==> src/rtl/cfl_ds_pkg.sv <==
package cfl_ds_pkg;

  localparam int unsigned CFL_WORD_W = 16;

  typedef enum logic [1:0] {
    FMT_420 = 2'd0,
    FMT_422 = 2'd1,
    FMT_444 = 2'd2,
    FMT_BAD = 2'd3
  } cfmt_e;

  // Power of two between 4 and the buffer pitch.
  function automatic logic width_ok(input int unsigned w, input int unsigned max_w);
    return (w >= 4) && (w <= max_w) && ((w & (w - 1)) == 0);
  endfunction

  function automatic logic cfg_ok(input logic [1:0] fmt, input int unsigned w,
                                  input int unsigned h, input int unsigned max_w,
                                  input int unsigned max_rows);
    int unsigned orows;
    if (fmt == FMT_BAD) return 1'b0;
    if (!width_ok(w, max_w)) return 1'b0;
    if (h == 0) return 1'b0;
    if (fmt == FMT_420) begin
      if ((h % 2) != 0) return 1'b0;
      orows = h / 2;
    end else begin
      orows = h;
    end
    return orows <= max_rows;
  endfunction

  // Window sum to x8 scale: 4 taps need x2, 2 taps x4, 1 tap x8.
  function automatic logic [CFL_WORD_W-1:0] scale_word(input cfmt_e fmt,
                                                       input logic [CFL_WORD_W-1:0] v);
    case (fmt)
      FMT_420: return v << 1;
      FMT_422: return v << 2;
      default: return v << 3;
    endcase
  endfunction

endpackage

==> src/rtl/cfl_ds_ctrl.sv <==
module cfl_ds_ctrl
  import cfl_ds_pkg::*;
#(
  parameter int unsigned MAX_OUT_W = 32,
  parameter int unsigned BUF_ROWS  = 32,
  parameter int unsigned WID_W     = 6,
  parameter int unsigned HGT_W     = 7,
  parameter int unsigned LCOL_W    = 6,
  parameter int unsigned LROW_W    = 6
) (
  input  logic              clk,
  input  logic              rst_n,
  input  logic              start,
  input  logic [1:0]        cfg_fmt,
  input  logic [WID_W-1:0]  cfg_width,
  input  logic [HGT_W-1:0]  cfg_luma_rows,
  input  logic              s_valid,
  output logic              s_ready,
  output logic              beat,
  output logic              at_last,
  output logic [LCOL_W-1:0] lcol,
  output logic [LROW_W-1:0] lrow,
  output cfmt_e             fmt_q,
  output logic [WID_W-1:0]  width_q,
  output logic              err
);

  typedef enum logic {ST_IDLE, ST_RUN} st_e;
  st_e state;

  logic [LCOL_W-1:0] lw_m1;
  logic [LROW_W-1:0] lrows_m1;
  logic [WID_W:0]    lw;
  logic              cfg_good;
  logic              row_end;

  assign cfg_good = cfg_ok(cfg_fmt, 32'(cfg_width), 32'(cfg_luma_rows), MAX_OUT_W, BUF_ROWS);
  assign lw       = (cfg_fmt == FMT_444) ? {1'b0, cfg_width} : {cfg_width, 1'b0};

  assign s_ready  = (state == ST_RUN);
  assign beat     = s_ready && s_valid;
  assign row_end  = (lcol == lw_m1);
  assign at_last  = row_end && (lrow == lrows_m1);

  always_ff @(posedge clk or negedge rst_n) begin
    if (!rst_n) begin
      state    <= ST_IDLE;
      fmt_q    <= FMT_420;
      width_q  <= '0;
      lw_m1    <= '0;
      lrows_m1 <= '0;
      lcol     <= '0;
      lrow     <= '0;
      err      <= 1'b0;
    end else begin
      case (state)
        ST_IDLE: begin
          if (start) begin
            if (cfg_good) begin
              state    <= ST_RUN;
              fmt_q    <= cfmt_e'(cfg_fmt);
              width_q  <= cfg_width;
              lw_m1    <= LCOL_W'(lw - 1'b1);
              lrows_m1 <= LROW_W'(cfg_luma_rows - 1'b1);
              lcol     <= '0;
              lrow     <= '0;
              err      <= 1'b0;
            end else begin
              err <= 1'b1;
            end
          end
        end
        ST_RUN: begin
          if (beat) begin
            if (row_end) begin
              lcol <= '0;
              lrow <= lrow + 1'b1;
              if (at_last) state <= ST_IDLE;
            end else begin
              lcol <= lcol + 1'b1;
            end
          end
        end
        default: state <= ST_IDLE;
      endcase
    end
  end

  a_r7_err_blocks_ready: assert property (@(posedge clk) disable iff (!rst_n)
    err |-> !s_ready);

  a_r5_ready_falls_after_last: assert property (@(posedge clk) disable iff (!rst_n)
    (beat && at_last) |=> !s_ready);

endmodule

==> src/rtl/cfl_ds_pair.sv <==
module cfl_ds_pair #(
  parameter int unsigned SAMPLE_W = 12
) (
  input  logic                clk,
  input  logic                rst_n,
  input  logic                beat,
  input  logic                odd,
  input  logic [SAMPLE_W-1:0] sample,
  output logic [SAMPLE_W:0]   pair_sum
);

  logic [SAMPLE_W-1:0] left_q;

  always_ff @(posedge clk or negedge rst_n) begin
    if (!rst_n)            left_q <= '0;
    else if (beat && !odd) left_q <= sample;
  end

  assign pair_sum = {1'b0, left_q} + {1'b0, sample};

endmodule

==> src/rtl/cfl_ds_rowbuf.sv <==
module cfl_ds_rowbuf #(
  parameter int unsigned DEPTH  = 32,
  parameter int unsigned DATA_W = 13,
  localparam int unsigned IDX_W = $clog2(DEPTH)
) (
  input  logic              clk,
  input  logic              wr,
  input  logic [IDX_W-1:0]  idx,
  input  logic [DATA_W-1:0] wdata,
  output logic [DATA_W-1:0] rdata
);

  logic [DATA_W-1:0] ent [DEPTH];

  always_ff @(posedge clk) begin
    if (wr) ent[idx] <= wdata;
  end

  assign rdata = ent[idx];

endmodule

==> src/rtl/cfl_luma_downsampler.sv <==
module cfl_luma_downsampler
  import cfl_ds_pkg::*;
#(
  parameter int unsigned SAMPLE_W  = 12,
  parameter int unsigned CONT_W    = 16,
  parameter int unsigned MAX_OUT_W = 32,
  parameter int unsigned BUF_ROWS  = 32,
  localparam int unsigned WORD_W   = CFL_WORD_W,
  localparam int unsigned COL_W    = $clog2(MAX_OUT_W),
  localparam int unsigned ROW_W    = $clog2(BUF_ROWS),
  localparam int unsigned ADDR_W   = COL_W + ROW_W,
  localparam int unsigned WID_W    = COL_W + 1,
  localparam int unsigned HGT_W    = ROW_W + 2,
  localparam int unsigned LCOL_W   = COL_W + 1,
  localparam int unsigned LROW_W   = ROW_W + 1
) (
  input  logic              clk,
  input  logic              rst_n,
  input  logic              start,
  input  logic [1:0]        cfg_fmt,
  input  logic [WID_W-1:0]  cfg_width,
  input  logic [HGT_W-1:0]  cfg_luma_rows,
  input  logic              s_valid,
  output logic              s_ready,
  input  logic [CONT_W-1:0] s_data,
  output logic              wr_en,
  output logic [ADDR_W-1:0] wr_addr,
  output logic [WORD_W-1:0] wr_data,
  output logic              done,
  output logic              err
);

  logic              beat, at_last;
  logic [LCOL_W-1:0] lcol;
  logic [LROW_W-1:0] lrow;
  cfmt_e             fmt_q;
  logic [WID_W-1:0]  width_q;

  logic [SAMPLE_W-1:0] sample;
  logic                unused_hi;
  logic [SAMPLE_W:0]   pair_sum, top_sum;
  logic [SAMPLE_W+1:0] quad_sum;
  logic                odd, is420, is444;
  logic                store_top, emit;
  logic [COL_W-1:0]    out_col;
  logic [ROW_W-1:0]    out_row;
  logic [WORD_W-1:0]   window_sum, scaled;
  logic                last_wr_q;

  cfl_ds_ctrl #(
    .MAX_OUT_W(MAX_OUT_W), .BUF_ROWS(BUF_ROWS), .WID_W(WID_W),
    .HGT_W(HGT_W), .LCOL_W(LCOL_W), .LROW_W(LROW_W)
  ) u_ctrl (
    .clk(clk), .rst_n(rst_n), .start(start), .cfg_fmt(cfg_fmt),
    .cfg_width(cfg_width), .cfg_luma_rows(cfg_luma_rows), .s_valid(s_valid),
    .s_ready(s_ready), .beat(beat), .at_last(at_last), .lcol(lcol), .lrow(lrow),
    .fmt_q(fmt_q), .width_q(width_q), .err(err)
  );

  assign sample    = s_data[SAMPLE_W-1:0];
  assign unused_hi = ^s_data[CONT_W-1:SAMPLE_W];

  assign odd   = lcol[0];
  assign is420 = (fmt_q == FMT_420);
  assign is444 = (fmt_q == FMT_444);

  cfl_ds_pair #(.SAMPLE_W(SAMPLE_W)) u_pair (
    .clk(clk), .rst_n(rst_n), .beat(beat), .odd(odd),
    .sample(sample), .pair_sum(pair_sum)
  );

  // Output coordinates: horizontal halving except 4:4:4, vertical only for 4:2:0.
  assign out_col = is444 ? lcol[COL_W-1:0] : lcol[COL_W:1];
  assign out_row = is420 ? lrow[ROW_W:1]   : lrow[ROW_W-1:0];

  // Top-row pair sums of 4:2:0 wait here for their bottom-row partners.
  assign store_top = beat && odd && is420 && !lrow[0];

  cfl_ds_rowbuf #(.DEPTH(MAX_OUT_W), .DATA_W(SAMPLE_W + 1)) u_rowbuf (
    .clk(clk), .wr(store_top), .idx(out_col), .wdata(pair_sum), .rdata(top_sum)
  );

  assign quad_sum = {1'b0, top_sum} + {1'b0, pair_sum};

  assign emit = beat && (is444 || (odd && (!is420 || lrow[0])));

  always_comb begin
    case (fmt_q)
      FMT_420: window_sum = WORD_W'(quad_sum);
      FMT_422: window_sum = WORD_W'(pair_sum);
      default: window_sum = WORD_W'(sample);
    endcase
  end

  assign scaled = scale_word(fmt_q, window_sum);

  always_ff @(posedge clk or negedge rst_n) begin
    if (!rst_n) begin
      wr_en     <= 1'b0;
      wr_addr   <= '0;
      wr_data   <= '0;
      last_wr_q <= 1'b0;
      done      <= 1'b0;
    end else begin
      wr_en     <= emit;
      last_wr_q <= beat && at_last;
      done      <= last_wr_q;
      if (emit) begin
        wr_addr <= ADDR_W'(out_row) * ADDR_W'(MAX_OUT_W) + ADDR_W'(out_col);
        wr_data <= scaled;
      end
    end
  end

  a_r1_even_words: assert property (@(posedge clk) disable iff (!rst_n)
    (wr_en && is420) |-> (wr_data[0] == 1'b0));

  a_r2_quad_words: assert property (@(posedge clk) disable iff (!rst_n)
    (wr_en && fmt_q == FMT_422) |-> (wr_data[1:0] == 2'b00));

  a_r3_octal_words: assert property (@(posedge clk) disable iff (!rst_n)
    (wr_en && is444) |-> (wr_data[2:0] == 3'b000));

  a_r4_col_in_width: assert property (@(posedge clk) disable iff (!rst_n)
    wr_en |-> ({1'b0, wr_addr[COL_W-1:0]} < width_q));

  a_r5_write_follows_beat: assert property (@(posedge clk) disable iff (!rst_n)
    wr_en |-> $past(beat));

  a_r6_done_after_write: assert property (@(posedge clk) disable iff (!rst_n)
    done |-> $past(wr_en));

  a_r6_done_single: assert property (@(posedge clk) disable iff (!rst_n)
    done |=> !done);

  a_r7_err_no_write: assert property (@(posedge clk) disable iff (!rst_n)
    err |-> (!wr_en && !done));

  a_r9_msb_clear: assert property (@(posedge clk) disable iff (!rst_n)
    wr_en |-> !wr_data[WORD_W-1]);

endmodule

==> config.mk <==
export PLATFORM = sky130hd
export DESIGN_NAME = cfl_luma_downsampler
export DESIGN_NICKNAME = d
export VERILOG_FILES = /design/src/rtl/cfl_ds_pkg.sv /design/src/rtl/cfl_ds_ctrl.sv /design/src/rtl/cfl_ds_pair.sv /design/src/rtl/cfl_ds_rowbuf.sv /design/src/rtl/cfl_luma_downsampler.sv
export SDC_FILE = /design/constraint.sdc
export NUM_CORES = 1
export LEC_CHECK = 0
export BUFFER_PORTS_ARGS = -buffer_cell sky130_fd_sc_hd__buf_2
export CAP_MARGIN = 0
export CORE_AREA = 2 2 210 212
export DETAILED_ROUTE_END_ITERATION = 7
export DIE_AREA = 0 0 212 214
export GPL_TIMING_DRIVEN = 0
export PLACE_DENSITY = 0.66
export SETUP_SLACK_MARGIN = 0.05
export SYNTH_ARGS = -nofsm -noshare
export SYNTH_HDL_FRONTEND = slang
export SYNTH_SLANG_ARGS = --single-unit
==> constraint.sdc <==
create_clock -name clk -period 10.4 [get_ports clk]
set_clock_uncertainty 0.2 [all_clocks]
set_input_delay 1.56 -clock clk [delete_from_list [all_inputs] [get_ports clk]]
set_output_delay 1.56 -clock clk [all_outputs]
set_load 0.05 [all_outputs]
==> impl_results.md <==
* Crit path top cell by count: clkbuf_1
* FF-to-FF setup slack at ~4.0 ns
* Fraction of layout cells with a size suffix above 1 at between 10% and 20%
* RSZ-0062 raised after global routing: false
* CP endpoint kind: register
* Crit Reg-Reg Endpoint: wr_data[14]
* Synthesized area per cell at approximately 14 sq um
* Mean routed wirelength per cell at a little under 30 um
* Gate power share at 39.9%
* Sequential Power Share at 35.7%
* Synth top area cells: edfxtp_1 59%, dfrtp_1 8.0%, mux2i_1 4.8%, nand2_1 2.2%, ha_1 1.8%
* # rows at 76
* Initial antenna violation count at 1
* Synth cell types at between 80 and 90
* DR pass1 iterations at 8
* VDD IR-drop max at ~0.17 mV
* All-Layer GR Usage at between 20 and 30%
* Share of the synthesized area in the top cell type at just under 60%
* CP delay by family, top: compound AO/OA/AOI/OAI gates
* Initial Utilization at approximately half
* FF+latch area at 14200 sq um
* CP max FO at 10
* Rel. slew slack at -0.463%
* Global-route met2 utilization at ~44%
* CP required at roughly 11 ns
* Post-synth top cells: 416 x edfxtp_1, 122 x nand2_1, 101 x mux2i_1, 101 x nor2_1, 68 x dfrtp_1
* Worst setup path end: wr_data[14]
* Area of the core at ~43000 sq um
* Clock power frac at about a quarter
* Postcts setup bufs at 0
* Hold Buf Count CTS at 0
* TNS Setup at 0 ns
* Final period util at approximately 60%
* Most frequent cell after synthesis: edfxtp_1
* Register bit total from synthesis at slightly below 500
* GR Layer Usage met3 at under 10%
* Worst-case reg-to-reg path depth at 15
* CTS resizes at 0
* Slowest cell on the critical path: nor4_1
* Overflow after GRT at 0
* RePlAce Congestion at around 0.98
* Syn Std Cell Area at ~21000 sq um
* Number of global-route vias before repair at roughly 14000
* CTS tree: done
* Crit-path max cell delay at around 0.9 ns
* Achievable Freq at roughly 0.16 GHz
* Worst r2r src: u_ctrl.lcol[0]
* Psw at 2.63 mW
* Switching Fraction at 38.9%
* Post-Syn Instances at about 1500
* CP Cell Sequence: buf_4 -> and3b_1 -> buf_6 -> a21oi_2 -> clkbuf_1 -> clkbuf_1 -> a31oi_1 -> nor4_1 -> ha_1 -> a21o_1 -> a221oi_1 -> o22ai_1 -> o41ai_1 -> nand3_1 -> a32o_1
* Multi-input gate area at 6580 sq um
* Met1 GRT Util at about two fifths
* Largest net degree at the start of global routing at 69
* Yosys warns at 0
* DRT antenna net count at 0
* Yosys top cell by area: edfxtp_1
* Pwr dens at about 280 nW/um^2
* Max-cap violation count at 1
* Crit start category: register
* Total power at just under 7 mW
* H-Tree Level Count at 2
* Critical path buffers and inverters at 4
* Die width at 212 um
* Area Growth Syn to Fin at 14.7%
* Final Hold Viols at 0
* Drt initial violations at 1921
* CP Class: reg2reg
* CTS root buffer: clkbuf_16
* Hold crit path type: reg2reg
* Status: finished, violations left
* DRC errors left at 1
* Tightest Pin Transition at about 1.5 ns
* Die area at around 45000 sq um
* Leakage at 8.60 nW
* Internal at 4.15 mW
* Violated checks: DRC, capacitance limit, slew limit
* Worst EP arrival at approximately 6.7 ns
* First-pass GRT wire length at roughly 95000 um
* CP startpoint: u_ctrl.lcol[0]
* Inserted Clock Buffers at between 40 and 50
* Via-per-instance ratio at ~6.4
* Final setup viols at 0
* Clock sink count at ~480
* I/O Buffers at 56
* Nets at between 1500 and 2000
* Post-synthesis sequential area ratio at between 60% and 70%
* Vias at about 14000
* Final wirelength at 65900 um
* IO Pins at 65
* # diodes at 0
* Critical Path Stages at 15
* Die Y-Extent at between 200 and 250 um
* Final min period at 6.38 ns
* Clk_lat worst skew at 0.62 ns
* Syn Nets at ~1600
* CTS clk-pin slew, worst paths at about 0.060 ns
* Post-synth EDFFs at 416
* Post-DP HPWL at 45400 um
* CTS Buffer Depth at 3
* GRT busiest layer: met2
* FFs w/ async S/R, synth at between 10% and 20%
* Max-slew violations at 1
* # fillers at 3450
* Post-synth top flop: edfxtp_1
-- kinds of logic (layout without fill, tap and decap cells) --
logic type / after synthesis / in the layout / synth area share (%)
DFF: 484 / 484 / 66.7
and+or+nand+nor: 383 / 383 / 8.60
AOI/OAI and AO/OA: 289 / 289 / 9.86
muxes: 148 / 148 / 8.00
buffers and inverters: 124 / 300 / 3.14
xor gates and xnor gates: 40 / 40 / 1.65
adders and majority gates: 33 / 33 / 2.01
other: 1 / 1 / 0.0176
-- worst register-to-register path, delay by kind of cell, from the launching register on --
kind / cells / cell delay, ns
AOI/OAI and AO/OA: 7 / 2.31
and+or+nand+nor: 3 / 1.27
adders and majority gates: 1 / 0.39
buffers and inverters: 4 / 1.72
DFF: 1 / 0.38
-- final cells by class --
class                      instances  area share [%]
buffer                            91            2.23
clock buffer                      58            5.16
clock inverter                    32           0.887
inverter                          33           0.507
multi-input combinational        894            27.0
sequential                       484            58.2
tap                              585            3.00
timing repair buffer              86            3.10
-- per-stage QoR --
stage | setup slack [ns] | utilization (%) | cells | hold slack (ns) | cell area, sq um
2_1_floorplan | 4.83 | - | 1502 | 0.131 | 21300
3_3_place_gp | 2.61 | 52.0 | 2143 | 0.133 | 22300
3_5_place_dp | 4.27 | 53.4 | 2172 | 0.135 | 22900
4_1_cts | 4.24 | 56.8 | 2262 | 0.149 | 24400
5_1_grt | 3.83 | 56.9 | 2263 | 0.157 | 24400
6_report | 4.02 | 56.9 | 2263 | 0.147 | 24400
-- power groups by stage --
stage	Combinational (mW)	Clock, mW	Sequential [mW]
after global placement	2.43	0	2.49
after floorplan	1.46	0	2.56
after detailed placement	2.61	0	2.46
after CTS	2.62	1.67	2.42
final	2.70	1.66	2.42
after global routing	2.83	1.73	2.42
-- how the worst min path moves through the flow --
stage | from | to | slack (ns) | cells after the start
floorplan | last_wr_q | done | 0.13 | 0
global placement | last_wr_q | done | 0.13 | 0
detailed placement | last_wr_q | done | 0.13 | 0
CTS | last_wr_q | done | 0.15 | 0
global route | last_wr_q | done | 0.16 | 0
finish | last_wr_q | done | 0.15 | 0
-- placed cells by master (no fill, tap or decap), types with 10 or more instances in the layout --
cell type,netlist,routed
a211oi_1,29,29
a21o_1,12,12
a21oi_1,42,40
a31oi_1,22,22
buf_2,36,91
buf_6,8,11
buf_8,4,21
clkbuf_1,28,37
clkbuf_16,0,49
clkinv_1,1,19
clkinv_2,0,10
dfrtp_1,68,68
edfxtp_1,416,416
ha_1,31,31
inv_1,32,32
mux2_2,31,31
mux2i_1,101,101
mux4_2,14,14
nand2_1,122,122
nand3_1,27,27
nand4_1,15,15
nor2_1,101,72
nor2_2,0,29
nor2b_1,10,10
nor3_1,33,33
nor4_1,13,13
o21ai_0,33,33
o22ai_1,33,33
o32a_1,10,10
o32ai_1,14,14
xnor2_1,23,18
xor2_1,17,15
-- sequential cells by signal (all words and copies together), names as in the netlist --
register / flops
last_wr_q: 1
done: 1
wr_en: 1
u_ctrl.fmt_q: 2
wr_data: 15
u_rowbuf.ent: 416
wr_addr: 10
u_ctrl.lrows_m1: 6
u_ctrl.lcol: 6
u_ctrl.s_ready: 1
u_ctrl.lw_m1: 6
u_pair.left_q: 12
u_ctrl.err: 1
u_ctrl.lrow: 6
-- layer usage --
layer  routed length [um]  vias to the layer above  share of wire (%)
met4                 3480                        2                5.3
met1                25900                     7219                 39
met3                 6750                      207                 10
met5                   18                        -              0.027
met2                29700                      850                 45
li1                     -                     6117                  -
No activity file was read; power rests on OpenSTA's default activity.
